`src/rtl/tps_pkg.sv`:
```
package tps_pkg;

    localparam int SETTLE_CYCLES = 2;
    localparam int SC_W          = $clog2(SETTLE_CYCLES + 1);

    typedef enum logic [1:0] {
        ST_WAIT_TONE = 2'd0,
        ST_SETTLE    = 2'd1,
        ST_HOLD      = 2'd2
    } steer_state_t;

    typedef struct packed {
        logic capture;
        logic commit;
        logic release_tone;
    } steer_evt_t;

    function automatic logic settle_last(input logic [SC_W-1:0] sc);
        return sc == SC_W'(SETTLE_CYCLES - 1);
    endfunction

endpackage

```
`src/rtl/tps_run_timer.sv`:
```
module tps_run_timer #(
    parameter int CNT_W = 16
) (
    input  logic             clk,
    input  logic             rst,
    input  logic             clr,
    input  logic             lvl,
    input  logic [CNT_W-1:0] target,
    output logic             reached
);
    localparam int EXT_W = CNT_W + 1;

    logic [CNT_W-1:0] cnt_q;
    logic [EXT_W-1:0] nxt;
    logic [EXT_W-1:0] tgt;

    assign nxt     = {1'b0, cnt_q} + EXT_W'(1);
    assign tgt     = (target == '0) ? EXT_W'(1) : {1'b0, target};
    assign reached = lvl && !clr && (nxt >= tgt);

    always_ff @(posedge clk) begin
        if (rst || clr || !lvl) begin
            cnt_q <= '0;
        end else if (cnt_q != '1) begin
            cnt_q <= cnt_q + CNT_W'(1);
        end
    end

    // a run restarts from zero once the timed level goes away
    assert_run_restart_R10: assert property (@(posedge clk) disable iff (rst)
        (clr || !lvl) |=> (cnt_q == '0));

endmodule

```
`src/rtl/tps_steer_ctrl.sv`:
```
module tps_steer_ctrl
    import tps_pkg::*;
(
    input  logic clk,
    input  logic rst,
    input  logic est,
    input  logic pres_hit,
    input  logic abs_hit,
    output logic pres_clr,
    output logic abs_clr,
    output logic capture,
    output logic commit,
    output logic gt,
    output logic ds
);
    steer_state_t    st_q;
    logic [SC_W-1:0] sc_q;
    logic            gt_q;
    logic            ds_q;
    steer_evt_t      evt;

    always_comb begin
        evt = '0;
        case (st_q)
            ST_WAIT_TONE: evt.capture      = est && pres_hit;
            ST_SETTLE:    evt.commit       = settle_last(sc_q);
            ST_HOLD:      evt.release_tone = abs_hit;
            default:      evt              = '0;
        endcase
    end

    always_ff @(posedge clk) begin
        if (rst) begin
            st_q <= ST_WAIT_TONE;
            sc_q <= '0;
            gt_q <= 1'b0;
            ds_q <= 1'b0;
        end else if (evt.capture) begin
            st_q <= ST_SETTLE;
            sc_q <= '0;
            gt_q <= 1'b1;
        end else if (st_q == ST_SETTLE) begin
            if (evt.commit) begin
                st_q <= ST_HOLD;
                ds_q <= 1'b1;
            end else begin
                sc_q <= sc_q + SC_W'(1);
            end
        end else if (evt.release_tone) begin
            st_q <= ST_WAIT_TONE;
            gt_q <= 1'b0;
            ds_q <= 1'b0;
        end
    end

    assign pres_clr = (st_q != ST_WAIT_TONE);
    assign abs_clr  = (st_q != ST_HOLD);
    assign capture  = evt.capture;
    assign commit   = evt.commit;
    assign gt       = gt_q;
    assign ds       = ds_q;

    assert_gt_needs_tone_R2: assert property (@(posedge clk) disable iff (rst)
        $rose(gt_q) |-> $past(est));

    assert_gt_falls_in_silence_R6: assert property (@(posedge clk) disable iff (rst)
        $fell(gt_q) |-> !$past(est));

    assert_ds_inside_guard_R4: assert property (@(posedge clk) disable iff (rst)
        ds_q |-> gt_q);

    assert_ds_after_settle_R4: assert property (@(posedge clk) disable iff (rst)
        $rose(ds_q) |-> $past(gt_q, 2));

endmodule

```
`src/rtl/tps_rx_reg.sv`:
```
module tps_rx_reg #(
    parameter int CODE_W = 4
) (
    input  logic              clk,
    input  logic              rst,
    input  logic              capture,
    input  logic              commit,
    input  logic [CODE_W-1:0] code_in,
    output logic [CODE_W-1:0] rx_code,
    output logic              rx_new
);
    logic [CODE_W-1:0] cap_q;
    logic [CODE_W-1:0] rx_q;
    logic              nd_q;

    always_ff @(posedge clk) begin
        if (rst) begin
            cap_q <= '0;
            rx_q  <= '0;
            nd_q  <= 1'b0;
        end else begin
            if (capture) cap_q <= code_in;
            if (commit)  rx_q  <= cap_q;
            nd_q <= commit;
        end
    end

    assign rx_code = rx_q;
    assign rx_new  = nd_q;

    assert_rx_moves_with_strobe_R4: assert property (@(posedge clk) disable iff (rst)
        !$stable(rx_q) |-> nd_q);

    assert_new_single_cycle_R5: assert property (@(posedge clk) disable iff (rst)
        nd_q |=> !nd_q);

endmodule

```
`src/rtl/tone_steer_validator.sv`:
```
module tone_steer_validator #(
    parameter int CODE_W = 4,
    parameter int CNT_W  = 16
) (
    input  logic              clk,
    input  logic              rst,
    input  logic              tone_present,
    input  logic [CODE_W-1:0] tone_code,
    input  logic [CNT_W-1:0]  pres_guard,
    input  logic [CNT_W-1:0]  abs_guard,
    output logic [CODE_W-1:0] rx_code,
    output logic              steer_valid,
    output logic              guard_active,
    output logic              rx_new
);
    localparam int N_TIMERS = 2;  // index 0: presence, 1: absence

    logic [N_TIMERS-1:0] t_clr;
    logic [N_TIMERS-1:0] t_lvl;
    logic [N_TIMERS-1:0] t_hit;
    logic [CNT_W-1:0]    t_tgt [N_TIMERS];
    logic                capture;
    logic                commit;

    assign t_lvl[0] = tone_present;
    assign t_lvl[1] = !tone_present;
    assign t_tgt[0] = pres_guard;
    assign t_tgt[1] = abs_guard;

    for (genvar g = 0; g < N_TIMERS; g++) begin : g_timer
        tps_run_timer #(.CNT_W(CNT_W)) u_timer (
            .clk     (clk),
            .rst     (rst),
            .clr     (t_clr[g]),
            .lvl     (t_lvl[g]),
            .target  (t_tgt[g]),
            .reached (t_hit[g])
        );
    end

    tps_steer_ctrl u_ctrl (
        .clk      (clk),
        .rst      (rst),
        .est      (tone_present),
        .pres_hit (t_hit[0]),
        .abs_hit  (t_hit[1]),
        .pres_clr (t_clr[0]),
        .abs_clr  (t_clr[1]),
        .capture  (capture),
        .commit   (commit),
        .gt       (guard_active),
        .ds       (steer_valid)
    );

    tps_rx_reg #(.CODE_W(CODE_W)) u_rx (
        .clk     (clk),
        .rst     (rst),
        .capture (capture),
        .commit  (commit),
        .code_in (tone_code),
        .rx_code (rx_code),
        .rx_new  (rx_new)
    );

endmodule

```
`config.mk`:
```
export PLATFORM = sky130hd
export DESIGN_NAME = tone_steer_validator
export DESIGN_NICKNAME = d
export VERILOG_FILES = /design/src/rtl/tps_pkg.sv /design/src/rtl/tps_run_timer.sv /design/src/rtl/tps_steer_ctrl.sv /design/src/rtl/tps_rx_reg.sv /design/src/rtl/tone_steer_validator.sv
export SDC_FILE = /design/constraint.sdc
export NUM_CORES = 1
export LEC_CHECK = 0
export CORE_MARGIN = 2
export CORE_UTILIZATION = 55
export DETAILED_ROUTE_END_ITERATION = 10
export GPL_ROUTABILITY_DRIVEN = 0
export HOLD_SLACK_MARGIN = 0.1
export MAX_ROUTING_LAYER = met4
export PLACE_DENSITY = 0.81
export SLEW_MARGIN = 25
export SYNTH_ARGS = -nofsm -noshare
export SYNTH_HDL_FRONTEND = slang
export SYNTH_HIERARCHICAL = 1
export SYNTH_SLANG_ARGS = --single-unit
```
`constraint.sdc`:
```
create_clock -name clk -period 3.4 [get_ports clk]
set_input_delay 0.68 -clock clk [delete_from_list [all_inputs] [get_ports clk]]
set_output_delay 0.68 -clock clk [all_outputs]
set_load 0.02 [all_outputs]
```
After elaboration in Yosys (flattened, before gate mapping) --
Cells that the tools add are included. W data, S select, Z words.
Word-level totals: output and inout bits 7, input bits 39, bits in read-only memories 0, memories kept 0, memory bits (writable) 0, register bits after elaboration 47, latch bits 0
Operators by class: shifts and indexed selects 0, equality and inequality tests 9, reductions and logical operators 25, multipliers 0, div/mod/pow operators 0, $lt $le $gt $ge 2, $add $sub $neg 5, mux-type cells 14, bitwise logic cells 2
Operators with widths (count):
- $add A16 B1 Y17 const B | 2
- $ge A17 B17 Y1 | 2
- $add A16 B1 Y16 const B | 2
- $logic_not A16 Y1 | 2
- $mux W16 | 2
- $ne A16 B16 Y1 const B | 2
- $mux W1 | 9
- $reduce_and A2 Y1 | 4
- $mux W2 | 3
- $reduce_bool A2 Y1 | 3
- $logic_and A1 B1 Y1 | 5
- $eq A2 B1 Y1 const B | 2
- $logic_or A1 B1 Y1 | 4
- $ne A2 B2 Y1 const B | 2
- $logic_not A1 Y1 | 3
- $ne A3 B2 Y1 const B | 1
- $reduce_and A3 Y1 | 1
- $reduce_bool A3 Y1 | 1
- $add A2 B1 Y2 const B | 1
- $eq A2 B2 Y1 const B | 1
- $logic_not A2 Y1 | 1
- $ne A2 B1 Y1 const B | 1
- $not A1 Y1 | 2
- $reduce_or A2 Y1 | 1

Logic depth before layout (Yosys ltp) --
Gate-level depths: netlist of run 1.
depth after elaboration 8, mapped depth 15, mapped depth without buffers 14

Cells and area by module --
The synthesis of run 1 kept the hierarchy.
Modules (own cells, without submodules):
- tps_run_timer | seq. area each 320.3 sq um, cells an instance 157, instances 2, area each 1258.7 sq um
- tps_rx_reg | seq. area each 180.2 sq um, cells an instance 29, instances 1, area each 314.1 sq um
- tps_steer_ctrl | seq. area each 120.1 sq um, cells an instance 30, instances 1, area each 297.8 sq um
- tone_steer_validator | seq. area each 0.0 sq um, cells an instance 1, instances 1, area each 3.8 sq um

Least setup slack after synthesis of run 1 --
Ideal clock, no wire load.
kind register to register, from reg g_timer[0].u_timer.cnt_q[0], to reg u_rx.cap_q[0], data arrival time 3.015 ns, cell stages (with the launch flop) 15, setup time 0.117 ns, setup slack 0.267 ns, period minus slack after synthesis 3.133 ns, data required time 3.283 ns, path buffers 1, cells stage by stage dfxtp_1 ha_1 nand3_1 nor3_4 and2_1 xor2_1 ha_1 a21o_1 a2111oi_0 a31oi_1 a31o_1 and4bb_2 clkbuf_2 mux2i_1 nor2_1
Between the ends: word-level cells in the longest chain between the ends 5
RTL lines:
- start: declaration | RTL line tps_run_timer.sv:13 | logic [CNT_W-1:0] cnt_q;
- start signal: assignment | RTL line tps_run_timer.sv:25 | cnt_q <= cnt_q + CNT_W'(1);
- $add A16 B1 Y17 | RTL line tps_run_timer.sv:17 | assign nxt = {1'b0, cnt_q} + EXT_W'(1);
- via g_timer[0].u_timer.nxt[14] | RTL line tps_run_timer.sv:14 | logic [EXT_W-1:0] nxt;
- $ge A17 B17 Y1 | RTL line tps_run_timer.sv:19 | assign reached = lvl && !clr && (nxt >= tgt);
- $logic_and A1 B1 Y1 | RTL line tps_run_timer.sv:19
- via t_hit[0] | RTL line tone_steer_validator.sv:20 | logic [N_TIMERS-1:0] t_hit;
- $logic_and A1 B1 Y1 | RTL line tps_steer_ctrl.sv:25 | ST_WAIT_TONE: evt.capture = est && pres_hit;
- $mux W1 | RTL line tps_steer_ctrl.sv:24 | case (st_q)
- via capture | RTL line tone_steer_validator.sv:22 | logic capture;
- end signal: assignment | RTL line tps_rx_reg.sv:22 | if (capture) cap_q <= code_in;
- end: declaration | RTL line tps_rx_reg.sv:12 | logic [CODE_W-1:0] cap_q;
The timed path passes the listed nets, and every way through them passes these cells. A chain may end at the register's enable or synchronous reset.

Final worst setup path of run 1 --
from reg g_timer[0].u_timer.cnt_q[5], to reg u_rx.cap_q[0]
The elaborated chain is that of the path after synthesis.

==> metrics.cfg, run 1 <==
[drt]
drc=0
wl_microns=7030
detail_route.wl_per_cell_microns=14.1
vias_per_cell=5.38
drt_first_pass_iters=4
drt_iter0_drc=191
ant_nets=0
vias=2681

[yosys]
ys_seq_area_frac=0.300
ys_warn_count=6
synth_xor_area_frac=0.0867
syn_avg_cell_area_sq_um=8.38
yosys-mux-area-fraction=0.0319
synth-seq-cells=47
synth_top_area_frac=0.300
synth.largest_area_cell=dfxtp_1
synth_compound_area_frac=0.130
synth_area_leaders=dfxtp_1 (30%), ha_1 (14%), inv_1 (7.3%)
synth_fp_nets=448
yosys.area_share.simple=0.224
synth_fa_ha_area_frac=0.140
ys_types=43
syn_area_sq_um=3130
synth_cells=374
synth_top_family_by_area=simple AND/OR/NAND/NOR gates

[final_layout]
layout.nets=499
areaGrowthSynthToFinish_pct=23.1
mostFrequentLayoutCells=inv_1 (61), clkdlybuf4s50_1 (45), dfxtp_1 (39)
final_area_sq_um=3860
utilization=0.701
final_common_cell=inv_1
layout-drive-gt1-share=0.106
instances_no_fill=498
fillers=425
seqCellArea_sq_um=953
antenna_cells=0
multi_input_comb_area_sq_um=1950

[power]
p_leak_nw=1.85
p_sw_uw=238
p_per_area_nw_per_um2=296
p_clk_frac=0.423
swShare=0.208
ir_drop_mv=0.297
pwr-share-seq=0.485
p_comb_frac=0.092
total_power_mw=1.14
p_int_uw=906

[placement]
hpwl_microns=5430
dp.cells=489
place_area_sq_um=3670
portBuffers=45

[critical_path]
required_ps=3570
crit_arrival_ps=3440
path_max_fanout=8
start_kind=register
crit_type=reg2reg
critPathCaptureType=register

[global_route]
antenna_found_initial=0
grtUsageMet3=0.0385
grt_first_pass_wirelength_microns=11600
grt.total_usage=0.240
grt.busiest_layer=met2
grt_overflow_total=0
met2_usage=0.418
grt_max_degree=20
grt_use_met1=0.279
first_global_vias=2633

[floorplanning]
core_area_sq_um=5510
dieArea_sq_um=6320
floorplan.die.height_microns=79.5
start_util=0.569
dieWidth_microns=79.5
rows=27
ios=46

[outcome]
status=complete, no violations

[run]
maxCapViolCount=0

[clock_network]
clk-insertion-delay-late_ps=310
cts_sinks=47
clock_path_buffers=2
numCtsBuffers=5
cts_tree=done
htree_levels=2
clkTransAtPathRegs_ps=90
clock-root-buffer=clkbuf_8

[timing]
layout_min_cycle_time_ps=3270
finalCritPeriodShare=0.962
worst_pin_slew_ps=677
slew_headroom=0.547
skew_ps=5.18
max_freq_mhz=306
hold_viol=0
drv_slew=0
fin_tns_setup_ps=0
setup_viol=0

[min_path]
hold_class=reg2reg

## final cells by class
class,count,share of cell area
sequential,47,0.247
clock inverter,2,0.0156
tap,72,0.0234
clock buffer,6,0.0188
inverter,61,0.0594
multi-input combinational,258,0.505
timing repair buffer,52,0.130
## repair_timing
action	CTS	global route
setup buffers	0	1
hold buffers	0	0
resized for setup	6	11
endpoints found under the setup margin	7	10
gates cloned	0	0
pin swaps	0	4
## worst paths after layout
check	slack, ps	end	cells past startpoint	start
setup / recovery	130	u_rx/cap_q[0]$_SDFFE_PP0P_	13	g_timer[0].u_timer/cnt_q[5]$_SDFFE_PP0N_
setup reg to reg	130	u_rx/cap_q[0]$_SDFFE_PP0P_	13	g_timer[0].u_timer/cnt_q[5]$_SDFFE_PP0N_
hold reg to reg	480	g_timer[0].u_timer/cnt_q[13]$_SDFFE_PP0N_	1	g_timer[0].u_timer/cnt_q[13]$_SDFFE_PP0N_
hold / removal	480	g_timer[0].u_timer/cnt_q[13]$_SDFFE_PP0N_	1	g_timer[0].u_timer/cnt_q[13]$_SDFFE_PP0N_
## metrics by stage
step                setup WS (ps)  hold WS [ps]
detailed placement          -60.4           456
global placement             23.1           446
floorplan                     267           431
global route                -5.59           514
finish                        131           475
CTS                          2.71           470
## critical path, cell delays in order, from the launching register on
cell and delay, ps:
dfxtp_2 390, nand4_4 150, or3_4 420, nor4_4 300, xor2_1 220, ha_1 290, nand3_2 140, nor3_2 70
a2111oi_2 320, a31oi_1 150, a31o_1 210, and4bb_4 240, mux2i_1 170, nor2_1 60
## layer usage
layer	vias to the layer above	wire length, microns
met2	42	3580
met3	16	160
met1	1239	3160
li1	1384	-
met5	-	0
met4	0	129
## registers in the layout (all words and copies together), names as in the netlist
signal	flops
u_ctrl/gt	1
u_ctrl/ds	1
g_timer.u_timer/cnt_q	32
u_rx/rx_code	4
u_ctrl/sc_q	2
u_rx/rx_new	1
u_rx/cap_q	4
u_ctrl/st_q	2
## cell usage after synthesis
library cell	instances
buf_6	1
or2_2	5
a31o_1	2
a2111oi_0	2
o21ai_1	2
a21oi_1	33
inv_1	61
clkbuf_1	2
nand2b_1	6
nand2_1	18
nor2b_1	1
nand3b_1	2
nand4_4	4
mux2i_1	10
nor3_1	9
nor4_1	8
a41o_1	2
buf_4	1
ha_1	35
and4bb_2	1
nor2_1	36
a21o_1	2
a2bb2oi_1	1
a22oi_1	1
nand3_1	10
nor3_4	2
a31oi_1	8
o21ai_0	10
clkbuf_2	2
nor4_4	2
dfxtp_1	47
nand4b_1	2
nor3b_4	1
nand4_1	2
a211oi_1	2
a2111oi_2	1
xor2_1	12
and2_1	2
nor2_2	1
or3_4	2
buf_2	2
o211ai_1	2
xnor2_1	19
## logic make-up after synthesis
kind of cell,after synthesis
xor gates and xnor gates,31
AOI/OAI and AO/OA,68
buffers and inverters,69
muxes,10
and+or+nand+nor,114
DFF,47
adders and majority gates,35
## power groups by stage
stage	logic (mW)	clock network [mW]	registers [mW]
2_1_floorplan	0.0380	0	0.569
3_3_place_gp	0.0985	0	0.568
3_5_place_dp	0.103	0	0.568
4_1_cts	0.104	0.490	0.555
5_1_grt	0.117	0.518	0.555
6_report	0.105	0.484	0.554
(Power assumes the default switching activity.)
==> run 2, diff against run 1 <==
--- a/config.mk
+++ b/config.mk
@@ -12,7 +12,6 @@
 export HOLD_SLACK_MARGIN = 0.1
 export MAX_ROUTING_LAYER = met4
 export PLACE_DENSITY = 0.81
-export SLEW_MARGIN = 25
 export SYNTH_ARGS = -nofsm -noshare
 export SYNTH_HDL_FRONTEND = slang
 export SYNTH_HIERARCHICAL = 1
==> results of run 2 <==
Final layout, timing and power as in run 1 (identical DEF).
